--- config.mk ---
export PLATFORM = sky130hd
export DESIGN_NAME = hsk_byte_xfer
export DESIGN_NICKNAME = d
export VERILOG_FILES = /design/src/rtl/hbx_pkg.sv /design/src/rtl/hbx_hsk_decode.sv /design/src/rtl/hbx_in_store.sv /design/src/rtl/hbx_out_store.sv /design/src/rtl/hsk_byte_xfer.sv
export SDC_FILE = /design/constraint.sdc
export NUM_CORES = 1
export LEC_CHECK = 0
export CAP_MARGIN = 40
export CORE_MARGIN = 4
export CORE_UTILIZATION = 40
export CTS_CLUSTER_SIZE = 24
export DETAILED_ROUTE_END_ITERATION = 12
export GPL_TIMING_DRIVEN = 0
export HOLD_SLACK_MARGIN = 0.06
export PLACE_DENSITY = 0.55
export SETUP_SLACK_MARGIN = 0.15
export SLEW_MARGIN = 20
export SYNTH_ARGS = -nofsm -noshare
export SYNTH_HDL_FRONTEND = slang
export SYNTH_SLANG_ARGS = --single-unit
--- constraint.sdc ---
create_clock -name clk -period 3.3 [get_ports clk]
set_input_delay 0.99 -clock clk [delete_from_list [all_inputs] [get_ports clk]]
set_output_delay 0.99 -clock clk [all_outputs]
set_load 0.01 [all_outputs]
--- src/rtl/hbx_pkg.sv ---
package hbx_pkg;
  localparam int TREQ_BIT = 3;
  localparam int TACK_BIT = 4;
  localparam int TIP_BIT  = 5;

  typedef struct packed {
    logic push_out;
    logic pop_in;
    logic pkt_end;
    logic flag_set;
    logic treq_we;
    logic treq_val;
  } hbx_evt_t;
endpackage

--- src/rtl/hbx_hsk_decode.sv ---
module hbx_hsk_decode
  import hbx_pkg::*;
(
  input  logic     strobe,
  input  logic     new_tack_n,
  input  logic     new_tip_n,
  input  logic     last_tack_n,
  input  logic     last_tip_n,
  input  logic     dir_h2d,
  input  logic     in_avail,
  input  logic     in_last,
  input  logic     out_full,
  input  logic     out_nonzero,
  output hbx_evt_t evt
);
  logic pair_chg;
  logic tack_chg;

  assign pair_chg = {new_tack_n, new_tip_n} != {last_tack_n, last_tip_n};
  assign tack_chg = new_tack_n != last_tack_n;

  always_comb begin
    evt = '0;
    if (strobe) begin
      if (!new_tip_n) begin
        if (dir_h2d) begin
          if (pair_chg && !out_full) begin
            evt.push_out = 1'b1;
            evt.flag_set = 1'b1;
          end
        end else if (pair_chg && in_avail) begin
          evt.pop_in   = 1'b1;
          evt.flag_set = 1'b1;
          if (in_last) begin
            evt.treq_we  = 1'b1;
            evt.treq_val = 1'b1;
          end
        end
      end else if (last_tip_n && tack_chg) begin
        evt.treq_we  = 1'b1;
        evt.treq_val = new_tack_n;
        evt.flag_set = 1'b1;
      end else begin
        if (!last_tip_n) begin
          evt.flag_set = 1'b1;
          evt.pkt_end  = out_nonzero;
        end
        if (in_avail) begin
          evt.treq_we  = 1'b1;
          evt.treq_val = 1'b0;
        end
      end
    end
  end
endmodule

--- src/rtl/hbx_in_store.sv ---
module hbx_in_store #(
  parameter int DW       = 8,
  parameter int IN_DEPTH = 128,
  localparam int IN_AW   = $clog2(IN_DEPTH),
  localparam int IN_LW   = $clog2(IN_DEPTH + 1)
) (
  input  logic             clk,
  input  logic             rst_n,
  input  logic             lock,
  input  logic             wr,
  input  logic [IN_AW-1:0] waddr,
  input  logic [DW-1:0]    wdata,
  input  logic             load,
  input  logic [IN_LW-1:0] len_in,
  input  logic             pop,
  output logic [DW-1:0]    rdata,
  output logic             avail,
  output logic             last
);
  logic [DW-1:0]    mem [IN_DEPTH];
  logic [IN_LW-1:0] len_q, len_d;
  logic [IN_LW-1:0] idx_q, idx_d;
  logic [IN_LW-1:0] idx_inc;
  logic             ld_ok;

  assign ld_ok   = load && !lock;
  assign idx_inc = idx_q + IN_LW'(1);
  assign avail   = idx_q < len_q;
  assign last    = idx_inc == len_q;
  assign rdata   = mem[idx_q[IN_AW-1:0]];

  always_comb begin
    len_d = len_q;
    idx_d = idx_q;
    if (pop) idx_d = idx_inc;
    if (ld_ok) begin
      len_d = (len_in > IN_LW'(IN_DEPTH)) ? IN_LW'(IN_DEPTH) : len_in;
      idx_d = '0;
    end
  end

  always_ff @(posedge clk or negedge rst_n) begin
    if (!rst_n) begin
      len_q <= '0;
      idx_q <= '0;
    end else begin
      len_q <= len_d;
      idx_q <= idx_d;
    end
  end

  always_ff @(posedge clk) begin
    if (wr && !lock) mem[waddr] <= wdata;
  end
endmodule

--- src/rtl/hbx_out_store.sv ---
module hbx_out_store #(
  parameter int DW        = 8,
  parameter int OUT_DEPTH = 16,
  localparam int OUT_AW   = $clog2(OUT_DEPTH),
  localparam int OUT_CW   = $clog2(OUT_DEPTH + 1)
) (
  input  logic              clk,
  input  logic              rst_n,
  input  logic              push,
  input  logic [DW-1:0]     wdata,
  input  logic              clear,
  input  logic [OUT_AW-1:0] raddr,
  output logic [DW-1:0]     rdata,
  output logic [OUT_CW-1:0] cnt,
  output logic              full,
  output logic              nonzero
);
  logic [DW-1:0]     mem [OUT_DEPTH];
  logic [OUT_CW-1:0] cnt_q, cnt_d;

  assign cnt     = cnt_q;
  assign full    = cnt_q == OUT_CW'(OUT_DEPTH);
  assign nonzero = cnt_q != '0;
  assign rdata   = mem[raddr];

  always_comb begin
    cnt_d = cnt_q;
    if (push && !full) cnt_d = cnt_q + OUT_CW'(1);
    if (clear)         cnt_d = '0;
  end

  always_ff @(posedge clk or negedge rst_n) begin
    if (!rst_n) cnt_q <= '0;
    else        cnt_q <= cnt_d;
  end

  always_ff @(posedge clk) begin
    if (push && !full) mem[cnt_q[OUT_AW-1:0]] <= wdata;
  end
endmodule

--- src/rtl/hsk_byte_xfer.sv ---
module hsk_byte_xfer
  import hbx_pkg::*;
#(
  parameter int DW        = 8,
  parameter int IN_DEPTH  = 128,
  parameter int OUT_DEPTH = 16,
  localparam int IN_AW    = $clog2(IN_DEPTH),
  localparam int IN_LW    = $clog2(IN_DEPTH + 1),
  localparam int OUT_AW   = $clog2(OUT_DEPTH),
  localparam int OUT_CW   = $clog2(OUT_DEPTH + 1)
) (
  input  logic              clk,
  input  logic              rst_n,
  input  logic              pb_wr,
  input  logic [7:0]        pb_wdata,
  input  logic              dir_h2d,
  input  logic              sr_wr,
  input  logic [DW-1:0]     sr_wdata,
  output logic [DW-1:0]     sr_rdata,
  input  logic              sr_flag_clr,
  output logic              sr_flag,
  output logic              treq_n,
  input  logic              in_wr,
  input  logic [IN_AW-1:0]  in_waddr,
  input  logic [DW-1:0]     in_wdata,
  input  logic              in_load,
  input  logic [IN_LW-1:0]  in_len,
  input  logic [OUT_AW-1:0] out_raddr,
  output logic [DW-1:0]     out_rdata,
  output logic              pkt_done,
  output logic [OUT_CW-1:0] pkt_len
);
  hbx_evt_t          evt;
  logic              last_tack_q, last_tack_d;
  logic              last_tip_q, last_tip_d;
  logic [DW-1:0]     sr_q, sr_d;
  logic              flag_q, flag_d;
  logic              treq_q, treq_d;
  logic              done_q, done_d;
  logic [OUT_CW-1:0] len_q, len_d;
  logic [DW-1:0]     in_rdata;
  logic              in_avail, in_last;
  logic [OUT_CW-1:0] out_cnt;
  logic              out_full, out_nonzero;
  logic              lock;
  logic              load_ok;

  assign lock    = !last_tip_q;
  assign load_ok = in_load && !lock;

  hbx_hsk_decode u_dec (
    .strobe      (pb_wr),
    .new_tack_n  (pb_wdata[TACK_BIT]),
    .new_tip_n   (pb_wdata[TIP_BIT]),
    .last_tack_n (last_tack_q),
    .last_tip_n  (last_tip_q),
    .dir_h2d     (dir_h2d),
    .in_avail    (in_avail),
    .in_last     (in_last),
    .out_full    (out_full),
    .out_nonzero (out_nonzero),
    .evt         (evt)
  );

  hbx_in_store #(.DW(DW), .IN_DEPTH(IN_DEPTH)) u_in (
    .clk    (clk),
    .rst_n  (rst_n),
    .lock   (lock),
    .wr     (in_wr),
    .waddr  (in_waddr),
    .wdata  (in_wdata),
    .load   (in_load),
    .len_in (in_len),
    .pop    (evt.pop_in),
    .rdata  (in_rdata),
    .avail  (in_avail),
    .last   (in_last)
  );

  hbx_out_store #(.DW(DW), .OUT_DEPTH(OUT_DEPTH)) u_out (
    .clk     (clk),
    .rst_n   (rst_n),
    .push    (evt.push_out),
    .wdata   (sr_q),
    .clear   (evt.pkt_end),
    .raddr   (out_raddr),
    .rdata   (out_rdata),
    .cnt     (out_cnt),
    .full    (out_full),
    .nonzero (out_nonzero)
  );

  always_comb begin
    last_tack_d = last_tack_q;
    last_tip_d  = last_tip_q;
    if (pb_wr) begin
      last_tack_d = pb_wdata[TACK_BIT];
      last_tip_d  = pb_wdata[TIP_BIT];
    end

    sr_d = sr_q;
    if (sr_wr)      sr_d = sr_wdata;
    if (evt.pop_in) sr_d = in_rdata;

    flag_d = flag_q;
    if (sr_flag_clr)              flag_d = 1'b0;
    if (evt.flag_set || load_ok)  flag_d = 1'b1;

    treq_d = treq_q;
    if (evt.treq_we)                  treq_d = evt.treq_val;
    else if (load_ok && in_len != '0) treq_d = 1'b0;

    done_d = evt.pkt_end;
    len_d  = evt.pkt_end ? out_cnt : len_q;
  end

  always_ff @(posedge clk or negedge rst_n) begin
    if (!rst_n) begin
      last_tack_q <= 1'b1;
      last_tip_q  <= 1'b1;
      sr_q        <= '0;
      flag_q      <= 1'b0;
      treq_q      <= 1'b1;
      done_q      <= 1'b0;
      len_q       <= '0;
    end else begin
      last_tack_q <= last_tack_d;
      last_tip_q  <= last_tip_d;
      sr_q        <= sr_d;
      flag_q      <= flag_d;
      treq_q      <= treq_d;
      done_q      <= done_d;
      len_q       <= len_d;
    end
  end

  assign sr_rdata = sr_q;
  assign sr_flag  = flag_q;
  assign treq_n   = treq_q;
  assign pkt_done = done_q;
  assign pkt_len  = len_q;
endmodule

After elaboration in Yosys (flattened, before gate mapping) --
Memory sizes are Yosys's and may differ from the RTL's. Index checks and enable logic that the tools add are counted.
Word-level totals: output and inout bits 24, logic and storage cells 67, register bits after elaboration 39, input bits 51, memories 2, bits in writable memories 1152
Memories:
- u_in.mem | depth 128, bits a word 8, read ports 1, clocked after Yosys merged registers in 0, write ports 1, RTL line hbx_in_store.sv:20 | logic [DW-1:0] mem [IN_DEPTH];
- u_out.mem | depth 16, bits a word 8, read ports 1, clocked after Yosys merged registers in 0, write ports 1, RTL line hbx_out_store.sv:18 | logic [DW-1:0] mem [OUT_DEPTH];
Cells by class: magnitude comparators 2, mux-type cells 31, reduce and logical (&&, ||, !) cells 16, eq/ne operators 4, add/subtract/negate cells 2
Operator list (count):
- 2-to-1 mux 8 bit | 5
- 2-to-1 mux 1 bit | 15
- 2-to-1 mux 2 bit | 5
- 2-to-1 mux 5 bit | 2
- nonzero test 2 bit | 5
- 2-to-1 mux 3 bit | 3
- adder 8 x 1 -> 8 bit, second input constant | 1
- equality test 8 bit | 1
- greater-than comparator 8 bit, second input constant | 1
- less-than comparator 8 bit | 1
- nonzero test 8 bit | 1
- logical AND 1 bit | 7
- 2-to-1 mux 6 bit | 1
- adder 5 x 1 -> 5 bit, second input constant | 1
- equality test 5 bit, second input constant | 1
- nonzero test 5 bit | 1
- inequality test 2 bit | 1
- zero test 1 bit | 1
- logical OR 1 bit | 1
- inequality test 1 bit | 1

Logic depth before layout (Yosys ltp) --
Gate-level depths: netlist of the first run.
depth after elaboration 10, gate-level depth with buffers 10, mapped depth without buffers 9

Hierarchy --
A second synthesis of the first run with hierarchy kept.
Unflattened totals: cells, all modules 2386, area, all modules 46926.3 um^2
Modules (own cells, without submodules):
- hbx_in_store | cells an instance 2046, area each 40701.5 um^2, times used 1, seq. area each 31149.9 um^2
- hbx_out_store | cells an instance 255, area each 5320.1 um^2, times used 1, seq. area each 3968.8 um^2
- hsk_byte_xfer | cells an instance 63, area each 762.0 um^2, times used 1, seq. area each 454.2 um^2
- hbx_hsk_decode | cells an instance 22, area each 142.6 um^2, times used 1, seq. area each 0.0 um^2

Worst setup path after synthesis of the first run --
Ideal clock, no wire load.
path type input -> output, start point in out_raddr[0], end point out out_rdata[0], path slack -0.222 ns, path buffers 2, stages on the path 4, arrival 2.532 ns, data required time 2.310 ns, cells stage by stage clkbuf_1 buf_2 mux4_2 mux4_2
Between the ends: cells in the longest elaborated chain, start to end 1
RTL lines:
- start, declared | RTL line hsk_byte_xfer.sv:28 | input logic [OUT_AW-1:0] out_raddr,
- memory (16 x 8 bit)
- end, declared | RTL line hsk_byte_xfer.sv:29 | output logic [DW-1:0] out_rdata,
Every way passes these cells.

Worst setup path after layout of the first run --
start point in out_raddr[0], end point out out_rdata[6]
The elaborated chain is that of the path after synthesis.

==> results of run 1 <==
-- state kept, by name (all words and copies together) (netlist names) --
name and cells:
pkt_len 5, sr_flag 1, sr_rdata 8, last_tip_q 1, treq_n 1, u_in.len_q 8
pkt_done 1, u_out.cnt 5, u_out.mem 128, last_tack_q 1, u_in.idx_q 8, u_in.mem 1024
-- timing repair --
action | CTS | global route
resized for setup | 270 | 55
pin swaps | 3 | 8
endpoints found under the setup margin | 976 | 336
hold buffers | 0 | 0
gates cloned | 2 | 0
buffers inserted | 9 | 8
-- power groups by stage --
stage,sequential [mW],combinational (mW),clock [mW]
6_report,16.9,3.89,13.6
5_1_grt,16.9,4.09,14.4
4_1_cts,16.9,3.87,13.8
3_5_place_dp,17.2,3.78,0
3_3_place_gp,17.3,3.68,0
2_1_floorplan,17.2,2.21,0
-- area by class of cell --
class | instances | area (µm²)
fill | 9933 | 62200
buffer | 164 | 1120
inverter | 20 | 75.1
multi-input combinational | 1342 | 11700
tap | 1536 | 1920
clock inverter | 70 | 728
clock buffer | 153 | 3260
sequential | 1191 | 35600
timing repair buffer | 118 | 1360
-- stage by stage --
step | cell area [µm²] | setup slack, ns
2_1_floorplan | 47500 | 0.0669
3_3_place_gp | 50100 | -2.89
3_5_place_dp | 50600 | -1.61
4_1_cts | 55500 | -0.275
5_1_grt | 55800 | -0.291
6_report | 55800 | -0.271
-- per-layer routing --
| layer | up-vias | part of all wire, % |
|---|---|---|
| met5 | - | 0.029 |
| met4 | 6 | 3.2 |
| met3 | 207 | 5.7 |
| met2 | 882 | 49 |
| met1 | 13199 | 42 |
| li1 | 11365 | - |
-- synthesized netlist by cell type (all sizes together), types with 14 or more instances --
| cell type | number | area, µm² |
|---|---|---|
| mux2i | 514 | 5140 |
| nor3 | 17 | 96.4 |
| o21ai | 14 | 70.1 |
| nand2 | 33 | 124 |
| clkbuf | 81 | 312 |
| nor2b | 19 | 119 |
| edfxtp | 1152 | 34600 |
| o41ai | 33 | 289 |
| a22oi | 257 | 1930 |
| buf | 83 | 561 |
| dfrtp | 36 | 901 |
| a21oi | 144 | 724 |
| xnor2 | 15 | 131 |
| nand4 | 14 | 87.6 |
| nand3 | 15 | 80.1 |
| mux4 | 40 | 901 |
| inv | 20 | 75.1 |
| nor2 | 150 | 571 |
-- how the worst max path moves through the flow --
| stage | start | end | depth (start not counted) |
|---|---|---|---|
| 4_1_cts | out_raddr[0] | out_rdata[6] | 6 |
| 5_1_grt | out_raddr[0] | out_rdata[6] | 6 |
| 2_1_floorplan | out_raddr[0] | out_rdata[0] | 4 |
| 3_3_place_gp | in_wdata[2] | u_in.mem[53][2] | 1 |
| 6_report | out_raddr[0] | out_rdata[6] | 6 |
| 3_5_place_dp | in_wr | u_in.mem[50][5] | 6 |
-- placed cells by master (no fill, tap or decap), drive strengths merged, types with 2 or more instances in the layout --
cell type	Yosys	layout
a211o	2	2
a211oi	9	9
a21oi	144	144
a22oi	257	257
and2	4	4
and3	4	4
buf	83	154
bufinv	0	14
clkbuf	81	233
clkdlybuf4s15	0	2
clkdlybuf4s50	0	46
clkinv	0	52
clkinvlp	0	2
dfrtp	36	36
dfstp	3	3
edfxtp	1152	1152
ha	13	13
inv	20	22
mux2	5	5
mux2i	514	514
mux4	40	40
nand2	33	33
nand2b	4	4
nand3	15	15
nand3b	9	9
nand4	14	14
nor2	150	150
nor2b	19	19
nor3	17	17
nor4	5	5
o21a	3	3
o21ai	14	14
o41ai	33	33
or2	2	2
or4	2	2
xnor2	15	15
xor2	6	6
-- logic make-up after synthesis --
logic type,after synthesis,synth area share [%]
fa+ha+maj,13,0.343
buf+inv,184,2.00
flops,1191,75.0
compound gates,467,6.66
mux,559,12.9
simple gates,282,2.81
xor+xnor,21,0.388
==> impl_metrics.tcl, run 1 <==
set metrics [dict create \
    path_clk_slew_ns 0.07 \
    fp.dieW_um 352 \
    slowest_delay_ns 0.54 \
    ys_warn_count 0 \
    slew_violations 0 \
    htreeDepth 3 \
    fmax_mhz 280 \
    ys_seq_area_share_pct 75.0 \
    async_reset_ff_share_pct 3.27 \
    avgRoutedWirePerCell_um 27.8 \
    grt_use_total_pct 20.0 \
    tightest_slew_ns 0.824 \
    cts_root_buf "clkbuf_16" \
    synth.distinct_cells 55 \
    status "finished, violations left" \
    drc 0 \
    p_leak_nw 16.8 \
    numClockSinks 1191 \
    setup-tns-final_ns -1.79 \
    whs_ns 0.204 \
    slew_headroom_pct 44.9 \
    drive_above_1_share_pct 17.7 \
    grt_first_pass_wirelength_um 181000 \
    drv_cap 0 \
    ys.flop_type "edfxtp_1" \
    cp_data_required_time_ns 2.31 \
    grt_use_met2_pct 33.7 \
    grt-busiest-layer "met2" \
    antenna_found_initial 5 \
    n_antenna_cell 0 \
    switchingPower_mw 8.21 \
    ioPinCount 75 \
    num_rows 126 \
    io_buffers 64 \
    path_class "input port to primary output" \
    grt_pass1_vias 25935 \
    post-route-period-util_pct 108 \
    hold_violations 0 \
    final_cells 4594 \
    ys_ff_latch 1191 \
    vdd_drop_max_mv 0.451 \
    dr.pass1.iters 7 \
    cpLargestDelayFamily "multiplexers" \
    crit_path_end_kind "primary output" \
    reg2reg_slack_ns 0.17 \
    gp_congestion 0.953 \
    num_vias 25659 \
    utilization_pct 47.3 \
    dpl.cell_count 4345 \
    worstReg2RegEnd "sr_rdata[2]" \
    rsz0062_at_grt "yes" \
    synth_edf_count 1152 \
    syn_avg_cell_area_um2 17.5 \
    cts.path.max_buffers 3 \
    cts_buffers 120 \
    cp-start-kind "input port" \
    syn_to_final_growth_pct 17.5 \
    initial_core_util_pct 40.2 \
    crit_buf_inv 4 \
    num-nets-final 3021 \
    core_um2 118000 \
    ant_nets 0 \
    rr_worst_depth 8 \
    path_cells "clkbuf_16 -> buf_12 -> buf_12 -> mux4_2 -> mux4_2 -> buf_6" \
    wl_um 128000 \
    swShare_pct 23.9 \
    setup_viol 8 \
    total_power_mw 34.4 \
    fin_crit_ns 3.57 \
    globalRouteMet3Util_pct 3.37 \
    netlist_instances 2717 \
    met1_usage_pct 26.5 \
    die-area_um2 124000 \
    viasPerCell 5.59 \
    grt_max_degree 88 \
    pwr-share-seq_pct 49.1 \
    dpl.hpwl_um 88100 \
    synth_area_um2 47500 \
    p_clk_share_pct 39.6 \
    clk_latency_ns 0.71 \
    cp_max_fo 7 \
    hold_class "input port to async pin" \
    syn-num-nets 2781 \
    cp_slowest_cell "mux4_2" \
    die_y_um 352 \
    layout_setup_ws_ns -0.271 \
    p_int_mw 26.2 \
    grt-ovfl-total 0 \
    rr_startpoint "u_in.idx_q[0]" \
    pwr-share-comb_pct 11.3 \
    clock_skew_ns 0.0440 \
    drtIter0Drc 2460 \
    cts_tree "done" \
    violations "negative setup slack" \
    arrival_ns 2.58 \
    p_per_area_nw_per_um2 617 \
]
Power figures use the tool's default switching activity.
==> run 2: changes to the inputs <==
--- a/config.mk
+++ b/config.mk
@@ -12,6 +12,7 @@
 export DETAILED_ROUTE_END_ITERATION = 12
 export GPL_TIMING_DRIVEN = 0
 export HOLD_SLACK_MARGIN = 0.06
+export MAX_ROUTING_LAYER = met4
 export PLACE_DENSITY = 0.55
 export SETUP_SLACK_MARGIN = 0.15
 export SLEW_MARGIN = 20
==> impl_metrics.tcl, run 2 (same netlist as run 1, synthesis figures left out) <==
set metrics [dict create \
    ant_nets 0 \
    dr.pass1.iters 5 \
    layout_setup_ws_ns -0.197 \
    drc 0 \
    cp_data_required_time_ns 2.31 \
    rsz0062_at_grt "yes" \
    grt_use_total_pct 20.8 \
    cts_tree "done" \
    die_y_um 352 \
    grt_pass1_vias 25928 \
    dpl.hpwl_um 88400 \
    cp-start-kind "input port" \
    grt_first_pass_wirelength_um 182000 \
    cp_slowest_cell "mux4_2" \
    fin_crit_ns 3.50 \
    slew_headroom_pct 41.6 \
    fmax_mhz 286 \
    io_buffers 64 \
    antenna_found_initial 2 \
    clk_latency_ns 0.71 \
    swShare_pct 24.1 \
    grt_max_degree 85 \
    largest_reg_flops 1024 \
    num-nets-final 3003 \
    p_clk_share_pct 38.7 \
    path_cells "clkbuf_16 -> buf_12 -> buf_6 -> mux4_2 -> mux4_2 -> buf_6" \
    num_vias 25566 \
    die-area_um2 124000 \
    layout_common_cells "edfxtp_1, mux2i_1, a22oi_1, a21oi_1, clkbuf_16" \
    wl_um 128000 \
    initial_core_util_pct 40.2 \
    final_common_cell "edfxtp_1" \
    drv_cap 0 \
    crit_buf_inv 4 \
    hold_violations 0 \
    syn_to_final_growth_pct 17.0 \
    reg_top3 "u_in.mem (1024), u_out.mem (128)" \
    switchingPower_mw 8.21 \
    reg2reg_slack_ns 0.19 \
    p_per_area_nw_per_um2 612 \
    final_area_um2 55500 \
    pwr-share-seq_pct 49.7 \
    cts_buffers 118 \
    tightest_slew_ns 0.874 \
    htreeDepth 3 \
    arrival_ns 2.51 \
    clock_skew_ns 0.0463 \
    vdd_drop_max_mv 0.571 \
    gp_congestion 0.911 \
    num_rows 126 \
    pwr-share-comb_pct 11.5 \
    utilization_pct 47.1 \
    worstReg2RegEnd "sr_rdata[6]" \
    drtIter0Drc 2699 \
    post_dp_cell_area_um2 50600 \
    post-route-period-util_pct 106 \
    final_cells 4576 \
    p_int_mw 25.8 \
    violations "negative setup slack" \
    viasPerCell 5.59 \
    numClockSinks 1191 \
    slowest_delay_ns 0.51 \
    core_um2 118000 \
    cp_max_fo 7 \
    p_leak_nw 16.6 \
    drive_above_1_share_pct 16.8 \
    grt-ovfl-total 0 \
    cpLargestDelayFamily "multiplexers" \
    status "finished, violations left" \
    avgRoutedWirePerCell_um 27.9 \
    crit_path_end_kind "primary output" \
    slew_violations 0 \
    path_class "input port to primary output" \
    rr_startpoint "u_in.idx_q[1]" \
    rr_worst_depth 9 \
    cts_root_buf "clkbuf_16" \
    cts.path.max_buffers 3 \
    ioPinCount 75 \
    hold_class "input port to async pin" \
    top_register "u_in.mem" \
    setup_viol 8 \
    path_clk_slew_ns 0.06 \
    dpl.cell_count 4340 \
    fp.dieW_um 352 \
]
==> run 2: power by group through the flow <==
stage	Clock [mW]	Combinational (mW)	Sequential, mW
after floorplan	0	2.21	17.2
after global placement	0	3.69	17.3
after detailed placement	0	3.81	17.2
after CTS	13.4	3.89	16.9
after global routing	14.0	4.15	16.9
final	13.2	3.92	16.9
==> run 2: worst max path at each step <==
stage                       end  cells past startpoint  slack, ns          from
5_1_grt            out_rdata[4]                      6      -0.24  out_raddr[0]
3_5_place_dp   u_in.mem[103][0]                      6      -1.63         in_wr
6_report           out_rdata[4]                      6      -0.20  out_raddr[0]
4_1_cts            out_rdata[4]                      6      -0.21  out_raddr[0]
3_3_place_gp    u_in.mem[94][0]                      1      -2.96   in_wdata[0]
2_1_floorplan      out_rdata[0]                      4       0.07  out_raddr[0]
==> run 2: metrics by stage <==
step	hold slack, ns	setup TNS [ns]	power (mW)	setup WS [ns]
floorplan	0.441	0	19.4	0.0669
global placement	0.479	-4248.86	21.0	-2.96
detailed placement	0.479	-1196.05	21.0	-1.63
CTS	0.182	-1.54	34.2	-0.215
global route	0.210	-1.66	35.1	-0.235
finish	0.213	-1.39	34.0	-0.197
==> run 2: area by class of cell <==
cell class,count,area (µm²)
fill,9830,62400
multi-input combinational,1342,11800
antenna,1,2.50
tap,1536,1920
clock buffer,147,3130
sequential,1191,35600
inverter,20,75.1
timing repair buffer,102,1220
clock inverter,73,688
buffer,164,1110
==> run 2: metal layers <==
metal / vias to the layer above / share of wire [%] / GRT usage, %
met3: 191 / 5.7 / 2.74
met5: - / 0 / -
met4: 0 / 3.0 / 6.52
met1: 13176 / 41 / 26.7
li1: 11324 / - / -
met2: 875 / 50 / 34.5
==> run 2: repair_timing <==
item,in CTS,in global routing
setup endpoints to repair,964,150
pin swaps,3,7
cloned,2,0
setup buffers,6,1
gates resized for setup,269,56
hold buffers,0,0
